--- src/rtl/sar_pkg.sv ---
package sar_pkg;
    typedef enum logic [2:0] {
        S_IDLE   = 3'd0,
        S_ACQ    = 3'd1,
        S_TRIAL  = 3'd2,
        S_DECIDE = 3'd3,
        S_DONE   = 3'd4
    } sar_state_e;
endpackage

--- src/rtl/sar_fsm.sv ---
module sar_fsm
    import sar_pkg::*;
#(
    parameter int N = 8,
    localparam int IW = (N > 1) ? $clog2(N) : 1
) (
    input  logic          clk_i,
    input  logic          rst_ni,
    input  logic          start_i,
    input  logic          ser_busy_i,
    output sar_state_e    state_o,
    output logic [IW-1:0] bit_idx_o,
    output logic          accept_o,
    output logic          load_msb_o,
    output logic          decide_o,
    output logic          last_o,
    output logic          hold_o,
    output logic          done_o,
    output logic          busy_o
);
    localparam logic [IW-1:0] TOP_IDX = IW'(N - 1);

    sar_state_e    state_q, state_d;
    logic [IW-1:0] idx_q, idx_d;

    // state register
    always_ff @(posedge clk_i or negedge rst_ni) begin
        if (!rst_ni) begin
            state_q <= S_IDLE;
            idx_q   <= '0;
        end else begin
            state_q <= state_d;
            idx_q   <= idx_d;
        end
    end

    // next state
    always_comb begin
        state_d = state_q;
        idx_d   = idx_q;
        unique case (state_q)
            S_IDLE: begin
                if (start_i && !ser_busy_i) state_d = S_ACQ;
            end
            S_ACQ: begin
                state_d = S_TRIAL;
                idx_d   = TOP_IDX;
            end
            S_TRIAL: begin
                state_d = S_DECIDE;
            end
            S_DECIDE: begin
                if (idx_q == '0) begin
                    state_d = S_DONE;
                end else begin
                    state_d = S_TRIAL;
                    idx_d   = idx_q - 1'b1;
                end
            end
            S_DONE: begin
                state_d = S_IDLE;
            end
            default: state_d = S_IDLE;
        endcase
    end

    // outputs
    always_comb begin
        accept_o   = 1'b0;
        load_msb_o = 1'b0;
        decide_o   = 1'b0;
        hold_o     = 1'b0;
        done_o     = 1'b0;
        unique case (state_q)
            S_IDLE:   accept_o   = start_i && !ser_busy_i;
            S_ACQ:    begin hold_o = 1'b1; load_msb_o = 1'b1; end
            S_TRIAL:  hold_o     = 1'b1;
            S_DECIDE: begin hold_o = 1'b1; decide_o = 1'b1; end
            S_DONE:   done_o     = 1'b1;
            default:  ;
        endcase
    end

    assign last_o    = (idx_q == '0);
    assign busy_o    = (state_q != S_IDLE) || ser_busy_i;
    assign state_o   = state_q;
    assign bit_idx_o = idx_q;
endmodule

--- src/rtl/sar_trial.sv ---
module sar_trial #(
    parameter int N = 8,
    localparam int IW = (N > 1) ? $clog2(N) : 1
) (
    input  logic          clk_i,
    input  logic          rst_ni,
    input  logic          clear_i,
    input  logic          load_msb_i,
    input  logic          decide_i,
    input  logic          last_i,
    input  logic [IW-1:0] bit_idx_i,
    input  logic          cmp_i,
    output logic [N-1:0]  code_o,
    output logic [N-1:0]  result_o
);
    logic [N-1:0] code_q, result_q, decided;

    // resolve the bit under test, then arm the next lower one
    always_comb begin
        decided = code_q;
        if (!cmp_i) decided[bit_idx_i] = 1'b0;
        if (!last_i) decided[bit_idx_i - 1'b1] = 1'b1;
    end

    always_ff @(posedge clk_i or negedge rst_ni) begin
        if (!rst_ni) begin
            code_q   <= '0;
            result_q <= '0;
        end else begin
            if (clear_i) begin
                code_q <= '0;
            end else if (load_msb_i) begin
                code_q <= {1'b1, {(N-1){1'b0}}};
            end else if (decide_i) begin
                code_q <= decided;
                if (last_i) result_q <= decided;
            end
        end
    end

    assign code_o   = code_q;
    assign result_o = result_q;
endmodule

--- src/rtl/sar_serializer.sv ---
module sar_serializer #(
    parameter int N = 8,
    localparam int CW = $clog2(N + 1)
) (
    input  logic         clk_i,
    input  logic         rst_ni,
    input  logic         load_i,
    input  logic [N-1:0] data_i,
    output logic         ser_data_o,
    output logic         ser_valid_o,
    output logic         busy_o
);
    logic [N-1:0]  shreg_q;
    logic [CW-1:0] left_q;

    always_ff @(posedge clk_i or negedge rst_ni) begin
        if (!rst_ni) begin
            shreg_q <= '0;
            left_q  <= '0;
        end else if (load_i) begin
            shreg_q <= data_i;
            left_q  <= CW'(N);
        end else if (left_q != '0) begin
            shreg_q <= shreg_q << 1;
            left_q  <= left_q - 1'b1;
        end
    end

    assign ser_valid_o = (left_q != '0);
    assign ser_data_o  = ser_valid_o & shreg_q[N-1];
    assign busy_o      = ser_valid_o;
endmodule

--- src/rtl/sar_adc_ctrl.sv ---
module sar_adc_ctrl
    import sar_pkg::*;
#(
    parameter int N = 8
) (
    input  logic         clk_i,
    input  logic         rst_ni,
    input  logic         start_i,
    input  logic         cmp_i,
    output logic         hold_req_o,
    output logic [N-1:0] dac_code_o,
    output logic         busy_o,
    output logic         done_o,
    output logic [N-1:0] result_o,
    output logic         ser_data_o,
    output logic         ser_valid_o
);
    localparam int IW = (N > 1) ? $clog2(N) : 1;

    sar_state_e    state;
    logic [IW-1:0] bit_idx;
    logic          accept, load_msb, decide, last, ser_busy;

    sar_fsm #(.N(N)) i_fsm (
        .clk_i      (clk_i),
        .rst_ni     (rst_ni),
        .start_i    (start_i),
        .ser_busy_i (ser_busy),
        .state_o    (state),
        .bit_idx_o  (bit_idx),
        .accept_o   (accept),
        .load_msb_o (load_msb),
        .decide_o   (decide),
        .last_o     (last),
        .hold_o     (hold_req_o),
        .done_o     (done_o),
        .busy_o     (busy_o)
    );

    sar_trial #(.N(N)) i_trial (
        .clk_i      (clk_i),
        .rst_ni     (rst_ni),
        .clear_i    (accept),
        .load_msb_i (load_msb),
        .decide_i   (decide),
        .last_i     (last),
        .bit_idx_i  (bit_idx),
        .cmp_i      (cmp_i),
        .code_o     (dac_code_o),
        .result_o   (result_o)
    );

    sar_serializer #(.N(N)) i_ser (
        .clk_i       (clk_i),
        .rst_ni      (rst_ni),
        .load_i      (state == S_DONE),
        .data_i      (result_o),
        .ser_data_o  (ser_data_o),
        .ser_valid_o (ser_valid_o),
        .busy_o      (ser_busy)
    );
endmodule

--- config.mk ---
export PLATFORM = sky130hd
export DESIGN_NAME = sar_adc_ctrl
export DESIGN_NICKNAME = d
export VERILOG_FILES = /design/src/rtl/sar_pkg.sv /design/src/rtl/sar_fsm.sv /design/src/rtl/sar_trial.sv /design/src/rtl/sar_serializer.sv /design/src/rtl/sar_adc_ctrl.sv
export SDC_FILE = /design/constraint.sdc
export NUM_CORES = 1
export LEC_CHECK = 0
export BUFFER_PORTS_ARGS = -buffer_cell sky130_fd_sc_hd__buf_2
export CAP_MARGIN = 30
export CORE_MARGIN = 2
export CORE_UTILIZATION = 50
export CTS_BUF_LIST = sky130_fd_sc_hd__clkbuf_16
export DETAILED_ROUTE_END_ITERATION = 10
export PLACE_DENSITY = 0.74
export RECOVER_POWER = 100
export SYNTH_ARGS = -nofsm -noshare
export SYNTH_HDL_FRONTEND = slang
export SYNTH_SLANG_ARGS = --single-unit
--- constraint.sdc ---
create_clock -name clk_i -period 1.65 [get_ports clk_i]
set_input_delay 0.165 -clock clk_i [delete_from_list [all_inputs] [get_ports clk_i]]
set_output_delay 0.165 -clock clk_i [all_outputs]
set_load 0.1 [all_outputs]
# Word level (Yosys, flattened, before mapping)
# Index checks and enable logic that the tools add are counted.
# word_totals
ff_bits	34
out_inout_bits	21
word_cells	62
# op_classes
n_addsub	2
n_lt_le_gt_ge	4
n_eq_ne	6
muxes	23
n_bitwise	6
reduce_logical	15
# ops
cell	n
2-to-1 mux 8 bit	7
case mux 3 bit (4 select lines)	1
2-to-1 mux 3 bit	3
AND 8 bit	1
less-than comparator 3 x 4 -> 1 bit, second input constant	2
2-to-1 mux 4 bit	2
inverter 8 bit	1
bitwise OR 8 bit	1
2-to-1 mux 1 bit	7
demux 1 bit (select 3 bit)	2
== test 3 x 2 -> 1 bit, second input constant	2
greater-or-equal comparator 3 x 1 -> 1 bit, second input constant	2
zero test 3 bit	2
case mux 3 bit (2 select lines)	1
nonzero test 3 bit	2
AND reduction 4 bit	1
nonzero test 2 bit	2
nonzero test 4 bit	1
subtractor 4 x 1 -> 4 bit, second input constant	1
== test 3 x 1 -> 1 bit, second input constant	1
== test 3 bit, second input constant	1
logical AND 1 bit	3
OR reduction 3 bit	1
subtractor 3 x 1 -> 3 bit, second input constant	1
other kinds (7)	8

# Depth between registers and ports, before layout
# Gate-level depths: netlist (run 1).
# logic_depth
word_depth	12
ltp_mapped	8

# Hierarchy
# A second synthesis (run 1) with hierarchy kept.
# unflattened
hier_cells	184
area_unflattened_um2	1791.7
# by_module_without_submodules
mod	n_inst	cells_each	area_each_um2
sar_trial	1	83	817.0
sar_serializer	1	63	596.8
sar_fsm	1	37	365.4
sar_adc_ctrl	1	1	12.5

# Worst setup path before layout (run 1)
# Ideal clock, no wire load.
# synth_timing
path_kind	register to output
from	register i_ser.left_q[0]
to	output port ser_data_o
t_arrival_ns	2.331
setup_slack_ns	-0.846
path_stages_with_launch	7
path_buffers	2
cell_sequence	dfrtp_1 > inv_1 > ha_1 > nor3b_2 > buf_6 > buf_6 > nor2b_1
# synth_between
elab_chain_len	2
# synth_lines
item	line	text
start, declared	sar_serializer.sv:14	logic [CW-1:0] left_q;
start signal, assigned	sar_serializer.sv:22	left_q <= CW'(N);
start signal, assigned	sar_serializer.sv:25	left_q <= left_q - 1'b1;
nonzero test 4 bit	sar_serializer.sv:29	assign ser_valid_o = (left_q != '0);
AND 1 bit	sar_serializer.sv:30	assign ser_data_o = ser_valid_o & shreg_q[N-1];
end, declared	sar_adc_ctrl.sv:15	output logic ser_data_o,
# No other way between the ends.

# Worst setup path after layout (run 1)
# layout_timing
from	register i_ser.left_q[0]
to	output port busy_o
# layout_between
elab_chain_len	2
# layout_lines
item	line	text
nonzero test 4 bit	sar_serializer.sv:29	
logical OR 1 bit	sar_fsm.sv:85	assign busy_o = (state_q != S_IDLE) || ser_busy_i;
end, declared	sar_adc_ctrl.sv:12	output logic busy_o,
# No other way between the ends.

==> summary.md, run 1 <==
| Metric | Value |
|---|---|
| Status | `complete, but fails checks` |
| Violated checks | `setup timing` |
| Core Area | `about 3300 um^2` |
| Filler cell count in the final layout | `about 280` |
| Vias in the first global route | `1366` |
| Row Count | `21` |
| Clk_skew | `0.005356 ns` |
| Worst-Skew Late Latency | `approximately 0.28 ns` |
| CTS clk-pin slew, worst paths | `0.05 ns` |
| Die ar. | `around 4000 um^2` |
| Netlist cell types | `43` |
| Cell count after placement | `between 200 and 250` |
| Drt drc | `0` |
| CP required | `about 1.5 ns` |
| RSZ-0062 raised after global routing | `true` |
| Fin. Hold Viols | `0` |
| IO Pins | `25` |
| Ys async rst share | `100.0%` |
| Die height | `62.55 um` |
| Yosys reg bits | `34` |
| Max_slew headroom | `43.33%` |
| Crit-path max FO | `4` |
| Synthesized area | `~1700 um^2` |
| Ys flop type | `dfrtp_1` |
| Vias per cell | `about 5.4` |
| Setup TNS | `-0.2144 ns` |
| Non-Filler Instances | `264` |
| CTS tree | `built` |
| Clk buf depth | `2` |
| Drt initial violations | `between 100 and 150` |
| Global-route met1 utilization | `27.32%` |
| Final min period | `approximately 1.7 ns` |
| Clk root buf | `clkbuf_16` |
| Synth top area share | `49.64%` |
| Tot GR Track Use | `around 21%` |
| Routability Congestion | `a little under 0.9` |
| Met2 Use GR | `between 30% and 40%` |
| Area contributors post-synth | `dfrtp_1 50%, o21ai_0 6.4%, nand2_1 6.4%` |
| First-pass GRT wire length | `~6500 um` |
| Post-route ant nets | `0` |
| Syn Inst Count | `177` |
| Placed cell area | `a little under 2000 um^2` |
| Share of cells above drive strength 1 | `approximately 33%` |
| Syn Nets | `roughly 190` |
| Worst Tran Pin Value | `about 0.85 ns` |
| Number of synthesized flops with an enable pin | `0` |
| CP arrival | `around 1.6 ns` |
| Net total in the final layout | `~230` |
| Area leader, netlist | `dfrtp_1` |
| Critical path capture point type | `primary output` |
| Vias after detailed routing | `~1400` |
| Final WS setup | `-0.08762 ns` |
| Syn Area/Cell | `between 9 and 10 um^2` |
| Gr busiest metal | `met2` |
| Startpoint class of the critical path | `register` |
| Largest net degree at the start of global routing | `35` |
| Diodes inserted | `0` |
| Final Setup Violations | `4` |
| Met3 usage | `approximately 5.8%` |
| Crit path kind | `reg2out` |
| Hold Path Class | `in2reg` |
| Final Cell Area | `2253 um^2` |
| Post-DP HPWL | `between 2000 and 3000 um` |
| Gr ovfl total | `0` |
| IO Port Bufs | `24` |
| Max frequency | `0.5755 GHz` |
| CTS buffer count | `5` |
| Depth of the CTS H-tree | `2` |
| Initial antenna violation count | `0` |
| Footprint of the multi-input gates | `around 800 um^2` |
| Final wirelength | `~4200 um` |
| Die X | `around 63 um` |
| Wire length per cell | `between 15 and 20 um` |
| Tcrit/Tclk final | `105.3%` |
| Maxcap violations | `0` |
| Proportion of synthesized chip area in sequential cells | `approximately half` |
| Synth warnings | `0` |
| FF+latch area | `852.1 um^2` |
| Initial DRT Pass Iterations | `4` |
| Area growth, synth to finish | `31.46%` |
| Final Max Tran Viols | `0` |
| Starting Density | `a little over 50%` |
| Clock sink total | `34` |
-- state kept, by name, indices dropped and copies added, names as in the netlist --
| signal | count |
|---|---|
| i_trial.code_o | 8 |
| i_trial.result_o | 8 |
| i_fsm.bit_idx_o | 3 |
| i_ser.shreg_q | 8 |
| i_ser.left_q | 4 |
| i_fsm.state_o | 3 |
-- through the flow --
stage	util, %	hold slack (ns)	setup WS (ns)
floorplan	-	-0.1306	-0.3155
global placement	58.62	0.2585	0.08870
detailed placement	58.62	0.2751	0.03707
CTS	66.10	0.2349	-0.05127
global route	68.07	0.2612	-0.1359
finish	68.07	0.2365	-0.08762
-- path summary, 6_finish.rpt --
path                                            startpoint                         endpoint  slack [ns]  cells after the start
max in group asynchronous                           rst_ni     i_fsm.state_o[1]$_DFFE_PN0P_        0.53                      2
hold reg to reg            i_trial.result_o[5]$_DFFE_PN0P_  i_trial.result_o[5]$_DFFE_PN0P_        0.51                      2
setup / recovery               i_ser.left_q[0]$_DFFE_PN0P_                           busy_o       -0.09                      6
setup reg to reg               i_ser.left_q[0]$_DFFE_PN0P_    i_trial.code_o[5]$_DFFE_PN0P_       -0.04                      7
min in group asynchronous                           rst_ni     i_ser.shreg_q[5]$_DFFE_PN0P_        0.52                      2
hold / removal                                     start_i     i_fsm.state_o[0]$_DFFE_PN0P_        0.24                      3
-- kinds of logic (layout without fill, tap and decap cells) --
kind of cell | count (synthesis) | after routing | share of synthesized area [%]
compound gates | 53 | 53 | 19.34
fa+ha+maj | 4 | 4 | 2.920
xor+xnor | 2 | 2 | 1.022
flops | 34 | 34 | 49.64
buf+inv | 21 | 62 | 6.788
mux | 7 | 7 | 4.088
simple gates | 56 | 56 | 16.20
-- cell usage after synthesis, drive strengths merged (3+ instances only) --
cell type and instances:
inv 12, ha 4, nand2 29, nor2 7, nor3 3, dfrtp 34, a21oi 9, mux2i 7
buf 9, nor3b 3, o21ai 25, a31oi 3
-- layout make-up --
class / count / share of cell area [%]
clock buffer: 5 / 5.552
clock inverter: 3 / 0.5552
inverter: 12 / 1.999
multi-input combinational: 122 / 35.65
sequential: 34 / 37.81
tap: 46 / 2.554
timing repair buffer: 42 / 15.88
-- metal layers --
layer  up-vias  part of all wire, %
met4         0                  2.6
met5         -                    0
li1        698                    -
met1       682                   44
met2        38                   49
met3        10                  3.9
-- timing repair --
| item | in CTS | in global routing |
|---|---|---|
| endpoints found under the setup margin | 4 | 23 |
| pin swaps | 0 | 4 |
| gates resized for setup | 17 | 16 |
| hold buffers | 1 | 0 |
| cloned | 0 | 1 |
| hold endpoints to repair | 34 | 0 |
| setup buffers | 5 | 2 |
-- placed cells by master (no fill, tap or decap), types with 2 or more instances in the layout --
master	n
nor3_1	3
dfrtp_1	33
nor2_1	5
mux2i_1	6
buf_4	12
or3_1	2
inv_1	7
clkbuf_16	6
o21ai_0	18
o21a_1	2
xnor2_1	2
a31oi_1	3
o22ai_1	2
nor2_2	2
nand3b_1	2
inv_2	6
buf_12	4
buf_2	3
ha_1	2
buf_8	2
a21oi_1	6
a21oi_2	2
nor3b_1	2
clkbuf_2	17
buf_6	2
nand2_1	29
o21ai_1	7
o31ai_1	2
-- worst max-delay path: stages, from the launching register on --
cell     delay (ns)
dfrtp_1        0.39
inv_2          0.09
ha_4           0.14
nor3b_4        0.26
buf_6          0.16
nand3_4        0.08
buf_12         0.17
Power of run 1 is not shown: default switching activity piles up to over one toggle a cycle in this logic, so the estimate is an artifact.
==> inputs of run 2 (changes only) <==
--- a/config.mk
+++ b/config.mk
@@ -7,6 +7,7 @@
 export LEC_CHECK = 0
 export BUFFER_PORTS_ARGS = -buffer_cell sky130_fd_sc_hd__buf_2
 export CAP_MARGIN = 30
+export CORE_ASPECT_RATIO = 0.75
 export CORE_MARGIN = 2
 export CORE_UTILIZATION = 50
 export CTS_BUF_LIST = sky130_fd_sc_hd__clkbuf_16
==> run 2 against run 1 <==
Net effect:
- critical path type unchanged
- sequential share of layout area shrank 0.64 points
- utilization up 1.6 points
- routed wire length down 3.4%
- design area increased by 1.7%
- via count up 3.8%
- clock skew down 0.0011 ns
- die area rose by 0.13%
- maximum frequency is 2.8% higher
- non-clock buffer count is 7 higher
- first-iteration DRC count up 12%
- clock-buffer cell count is the same
- the flow still finishes with violations (setup timing)
- register-to-register slack improved by 0.09 ns
==> summary.md, run 2 (synthesized netlist as in run 1, its figures left out) <==
| Metric | Value |
|---|---|
| Status | `complete, but fails checks` |
| Violated checks | `setup timing` |
| Final min period | `between 1.5 and 2 ns` |
| Clk buf depth | `2` |
| Row Count | `18` |
| Most common cell after layout, fill and taps aside | `dfrtp_1` |
| Vias in the first global route | `roughly 1400` |
| Depth of the CTS H-tree | `2` |
| CP required | `1.48 ns` |
| Post-DP HPWL | `between 2000 and 3000 um` |
| CTS clk-pin slew, worst paths | `0.05 ns` |
| CP max stage cell | `dfrtp_1` |
| Worst-Skew Late Latency | `between 0.2 and 0.3 ns` |
| Startpoint class of the critical path | `register` |
| CTS buffer count | `5` |
| Drt drc | `0` |
| CTS tree | `built` |
| Maxcap violations | `0` |
| Diodes inserted | `0` |
| Routability Congestion | `0.8491` |
| IO Port Bufs | `24` |
| Final wirelength | `roughly 4000 um` |
| Hold slack | `roughly 0.22 ns` |
| Crit-path max FO | `3` |
| Clk root buf | `clkbuf_16` |
| Final Max Tran Viols | `0` |
| Post-route ant nets | `0` |
| Max frequency | `around 0.59 GHz` |
| Filler cell count in the final layout | `249` |
| Core Area | `between 3000 and 4000 um^2` |
| Max_slew headroom | `between 40% and 50%` |
| Die X | `approximately 72 um` |
| Wire length per cell | `approximately 15 um` |
| Final WS setup | `-0.04039 ns` |
| Fin. Hold Viols | `0` |
| Footprint of the multi-input gates | `around 820 um^2` |
| Crit path kind | `reg2out` |
| Share of cells above drive strength 1 | `around a third` |
| Clock sink total | `34` |
| Tcrit/Tclk final | `102.4%` |
| Vias after detailed routing | `roughly 1500` |
| Crit-path cells | `inv_2 > ha_4 > nor3b_4 > buf_6 > nand3_4 > buf_12` |
| CP arrival | `roughly 1.5 ns` |
| Tot GR Track Use | `22.90%` |
| Area growth, synth to finish | `33.72%` |
| Worst Tran Pin Value | `roughly 0.84 ns` |
| Slowest stage delay, CP | `0.38 ns` |
| Net total in the final layout | `232` |
| Initial antenna violation count | `0` |
| FF+latch area | `approximately 850 um^2` |
| Most frequent cells in the layout | `33 x dfrtp_1, 29 x nand2_1, 20 x buf_4` |
| Vias per cell | `about 5.6` |
| Hold Path Class | `in2reg` |
| Die ar. | `3917 um^2` |
| Drt initial violations | `121` |
| Final Setup Violations | `3` |
| First-pass GRT wire length | `6492 um` |
| Clk_skew | `between 0.004 and 0.005 ns` |
| Gr ovfl total | `0` |
| Starting Density | `between 50% and 60%` |
| RSZ-0062 raised after global routing | `true` |
| IO Pins | `25` |
| Critical path capture point type | `primary output` |
| Die height | `around 55 um` |
| Largest net degree at the start of global routing | `35` |
| Initial DRT Pass Iterations | `4` |
## run 2: changes by cell type in the layout (fill, tap and decap cells not counted), sizes merged
cell	before	now
buf	23	31
clkbuf	23	22
## run 2: area by class of cell
cell class,count,area share (%)
multi-input combinational,122,35.59
sequential,34,37.17
tap,40,2.183
timing repair buffer,49,16.98
clock inverter,3,0.5459
inverter,12,2.074
clock buffer,5,5.459
## run 2: worst paths after layout
path | start | endpoint | slack [ns] | depth (start not counted)
max | i_ser.left_q[0]$_DFFE_PN0P_ | busy_o | -0.04 | 6
min in group asynchronous | rst_ni | i_ser.shreg_q[7]$_DFFE_PN0P_ | 0.52 | 2
min | start_i | i_fsm.state_o[0]$_DFFE_PN0P_ | 0.22 | 3
min reg2reg | i_trial.result_o[7]$_DFFE_PN0P_ | i_ser.shreg_q[7]$_DFFE_PN0P_ | 0.51 | 2
max in group asynchronous | rst_ni | i_fsm.state_o[1]$_DFFE_PN0P_ | 0.55 | 2
max reg2reg | i_ser.left_q[0]$_DFFE_PN0P_ | i_ser.shreg_q[2]$_DFFE_PN0P_ | 0.05 | 7
## run 2: layer usage
| metal | share of wire, % | vias up | wire [um] | global-route usage, % |
|---|---|---|---|---|
| li1 | - | 705 | - | - |
| met1 | 47 | 714 | 1871 | 30.37 |
| met2 | 45 | 53 | 1826 | 35.49 |
| met3 | 6.5 | 10 | 262 | 6.446 |
| met4 | 1.4 | 0 | 58 | 10.38 |
| met5 | 0 | - | 0 | 0 |
## run 2: worst max-delay path, delay by kind of cell (launching register included)
family | cells | cell delay (ns)
buffers and inverters | 3 | 0.41
flip-flops | 1 | 0.38
AND/OR/NAND/NOR | 2 | 0.32
adder cells (fa/ha/maj) | 1 | 0.13
## run 2: what timing repair did
item / in CTS / in global routing
endpoints found under the setup margin: 7 / 21
hold buffers: 1 / 0
resized for setup: 19 / 15
buffers inserted: 7 / 6
endpoints found under the hold margin: 34 / 0
## run 2: metrics by stage
step                      cells  instance area (um^2)  setup slack [ns]  util, %  TNS [ns]
final                       265                  2292          -0.04039    69.71   -0.1113
after global routing        265                  2292           -0.1068    69.71   -0.4468
after CTS                   259                  2215          -0.02653    67.35  -0.05565
after detailed placement    243                  1948          0.003285    59.25         0
after global placement      243                  1948           0.04753    59.25         0
after floorplan             177                  1722           -0.3155        -    -1.056
Power of run 2 is left out for the same reason.
==> inputs of run 3 (changes only) <==
--- a/config.mk
+++ b/config.mk
@@ -8,7 +8,6 @@
 export BUFFER_PORTS_ARGS = -buffer_cell sky130_fd_sc_hd__buf_2
 export CAP_MARGIN = 30
 export CORE_ASPECT_RATIO = 0.75
-export CORE_MARGIN = 2
 export CORE_UTILIZATION = 50
 export CTS_BUF_LIST = sky130_fd_sc_hd__clkbuf_16
 export DETAILED_ROUTE_END_ITERATION = 10
==> run 3 against run 2 <==
Net effect:
- the run still ends with setup timing left
- design area shrank 1.9%
- critical path depth is the same
- die area shrank 6.3%
- sequential share of layout area grew 0.72 points
- global-route usage grew 1.9 points
- first-iteration DRC count shrank 14%
- register-to-register slack lost 0.07 ns
- setup slack lost 0.069 ns
- sequential cell count is the same
- non-clock buffer count shrank 6
- routed wire length grew 1.6%
- via count shrank 2.0%
- largest cell class unchanged
- highest routed layer unchanged
==> summary.md, run 3 (synthesized netlist as in run 1, its figures left out) <==
| Metric | Value |
|---|---|
| Status | `complete, but fails checks` |
| Violated checks | `setup timing` |
| Core Area | `3288 um^2` |
| Tcrit/Tclk final | `106.6%` |
| Vias after detailed routing | `1453` |
| Met2 Use GR | `between 30% and 40%` |
| Share of cells above drive strength 1 | `between 30% and 40%` |
| Max_slew headroom | `about 44%` |
| Footprint of the multi-input gates | `approximately 820 um^2` |
| Routability Congestion | `approximately 0.85` |
| Crit path kind | `reg2out` |
| Drt initial violations | `approximately 100` |
| Met3 usage | `roughly 6.5%` |
| Maxcap violations | `0` |
| RSZ-0062 raised after global routing | `true` |
| Crit-path max FO | `4` |
| FF+latch area | `852.1 um^2` |
| First-pass GRT wire length | `6644 um` |
| IO Port Bufs | `24` |
| Hold slack | `approximately 0.24 ns` |
| Gr busiest metal | `met2` |
| Wire length per cell | `~16 um` |
| Most frequent cells in the layout | `33 x dfrtp_1, 29 x nand2_1, 17 x o21ai_0, 17 x clkbuf_2, 15 x buf_4` |
| CTS buffer count | `5` |
| Worst Tran Pin Value | `around 0.84 ns` |
| Area growth, synth to finish | `31.17%` |
| CP required | `between 1 and 1.5 ns` |
| Depth of the CTS H-tree | `2` |
| Initial antenna violation count | `0` |
| Starting Density | `52.13%` |
| Tot GR Track Use | `about a quarter` |
| Die X | `just under 70 um` |
| Die ar. | `3669 um^2` |
| Initial DRT Pass Iterations | `4` |
| Drt drc | `0` |
| Die height | `around 53 um` |
| Final WS setup | `-0.1097 ns` |
| Row Count | `18` |
| CTS tree | `built` |
| Largest net degree at the start of global routing | `35` |
| Worst-Skew Late Latency | `between 0.2 and 0.3 ns` |
| Final min period | `roughly 1.8 ns` |
| Diodes inserted | `0` |
| Clk root buf | `clkbuf_16` |
| Placed cell area | `~2000 um^2` |
| Final Cell Area | `about 2200 um^2` |
| Final Setup Violations | `4` |
| Vias in the first global route | `1323` |
| Max frequency | `0.5683 GHz` |
| Hold Path Class | `in2reg` |
| Post-DP HPWL | `2705 um` |
| Clock sink total | `34` |
| CTS clk-pin slew, worst paths | `around 0.06 ns` |
| Most common cell after layout, fill and taps aside | `dfrtp_1` |
| Place WS | `approximately 0.018 ns` |
| Critical path capture point type | `primary output` |
| Setup TNS | `-0.2637 ns` |
| Gr ovfl total | `0` |
| Filler cell count in the final layout | `226` |
| Startpoint class of the critical path | `register` |
| Global-route met1 utilization | `33.54%` |
| Fin. Hold Viols | `0` |
| Clk buf depth | `2` |
| Net total in the final layout | `226` |
| Vias per cell | `approximately 5.6` |
| Post-route ant nets | `0` |
| CP arrival | `approximately 1.6 ns` |
| IO Pins | `25` |
| Final Max Tran Viols | `0` |
| Clk_skew | `between 0.007 and 0.008 ns` |
| Final wirelength | `approximately 4100 um` |
## run 3: path summary, 6_finish.rpt
kind	start	to	slack [ns]	cells past startpoint
worst max-delay path	i_ser.left_q[1]$_DFFE_PN0P_	busy_o	-0.11	6
worst min-delay path	start_i	i_trial.code_o[7]$_DFFE_PN0P_	0.24	4
worst max register to register	i_ser.left_q[1]$_DFFE_PN0P_	i_trial.code_o[5]$_DFFE_PN0P_	-0.02	7
worst min register to register	i_trial.result_o[2]$_DFFE_PN0P_	i_ser.shreg_q[2]$_DFFE_PN0P_	0.51	2
max in group asynchronous	rst_ni	i_fsm.state_o[1]$_DFFE_PN0P_	0.55	2
min in group asynchronous	rst_ni	i_trial.result_o[5]$_DFFE_PN0P_	0.52	2
## run 3: cell type report
| cell class | instances | share of cell area (%) |
|---|---|---|
| clock inverters | 3 | 0.5565 |
| flip-flops and latches | 34 | 37.90 |
| clock buffers | 5 | 5.565 |
| multi-input cells | 122 | 36.28 |
| repair buffers | 43 | 15.36 |
| inverters | 12 | 2.115 |
| well taps | 40 | 2.226 |
## run 3: metrics by stage
stage | utilization [%] | std cells
after global placement | 59.86 | 242
after floorplan | - | 177
after global routing | 68.38 | 259
after CTS | 67.16 | 257
final | 68.38 | 259
after detailed placement | 59.86 | 242
## run 3: worst max-delay path, cell delays in order, from the launching register on
cell     delay (ns)
dfrtp_1        0.40
inv_2          0.09
ha_4           0.13
nor3b_4        0.28
buf_6          0.17
nand3_4        0.07
buf_12         0.17
## run 3: metal layers
metal | vias to the layer above | routed length, um
met2 | 52 | 1885
li1 | 700 | -
met5 | - | 0
met1 | 691 | 1853
met4 | 0 | 81
met3 | 10 | 265
## run 3: repair_timing
item                       in CTS  in global routing
hold buffers                    1                  0
buffers inserted                6                  3
setup endpoints to repair       6                 21
pin swaps                       0                  2
hold endpoints to repair       34                  0
resized for setup              13                 13
Power of run 3 is left out for the same reason.
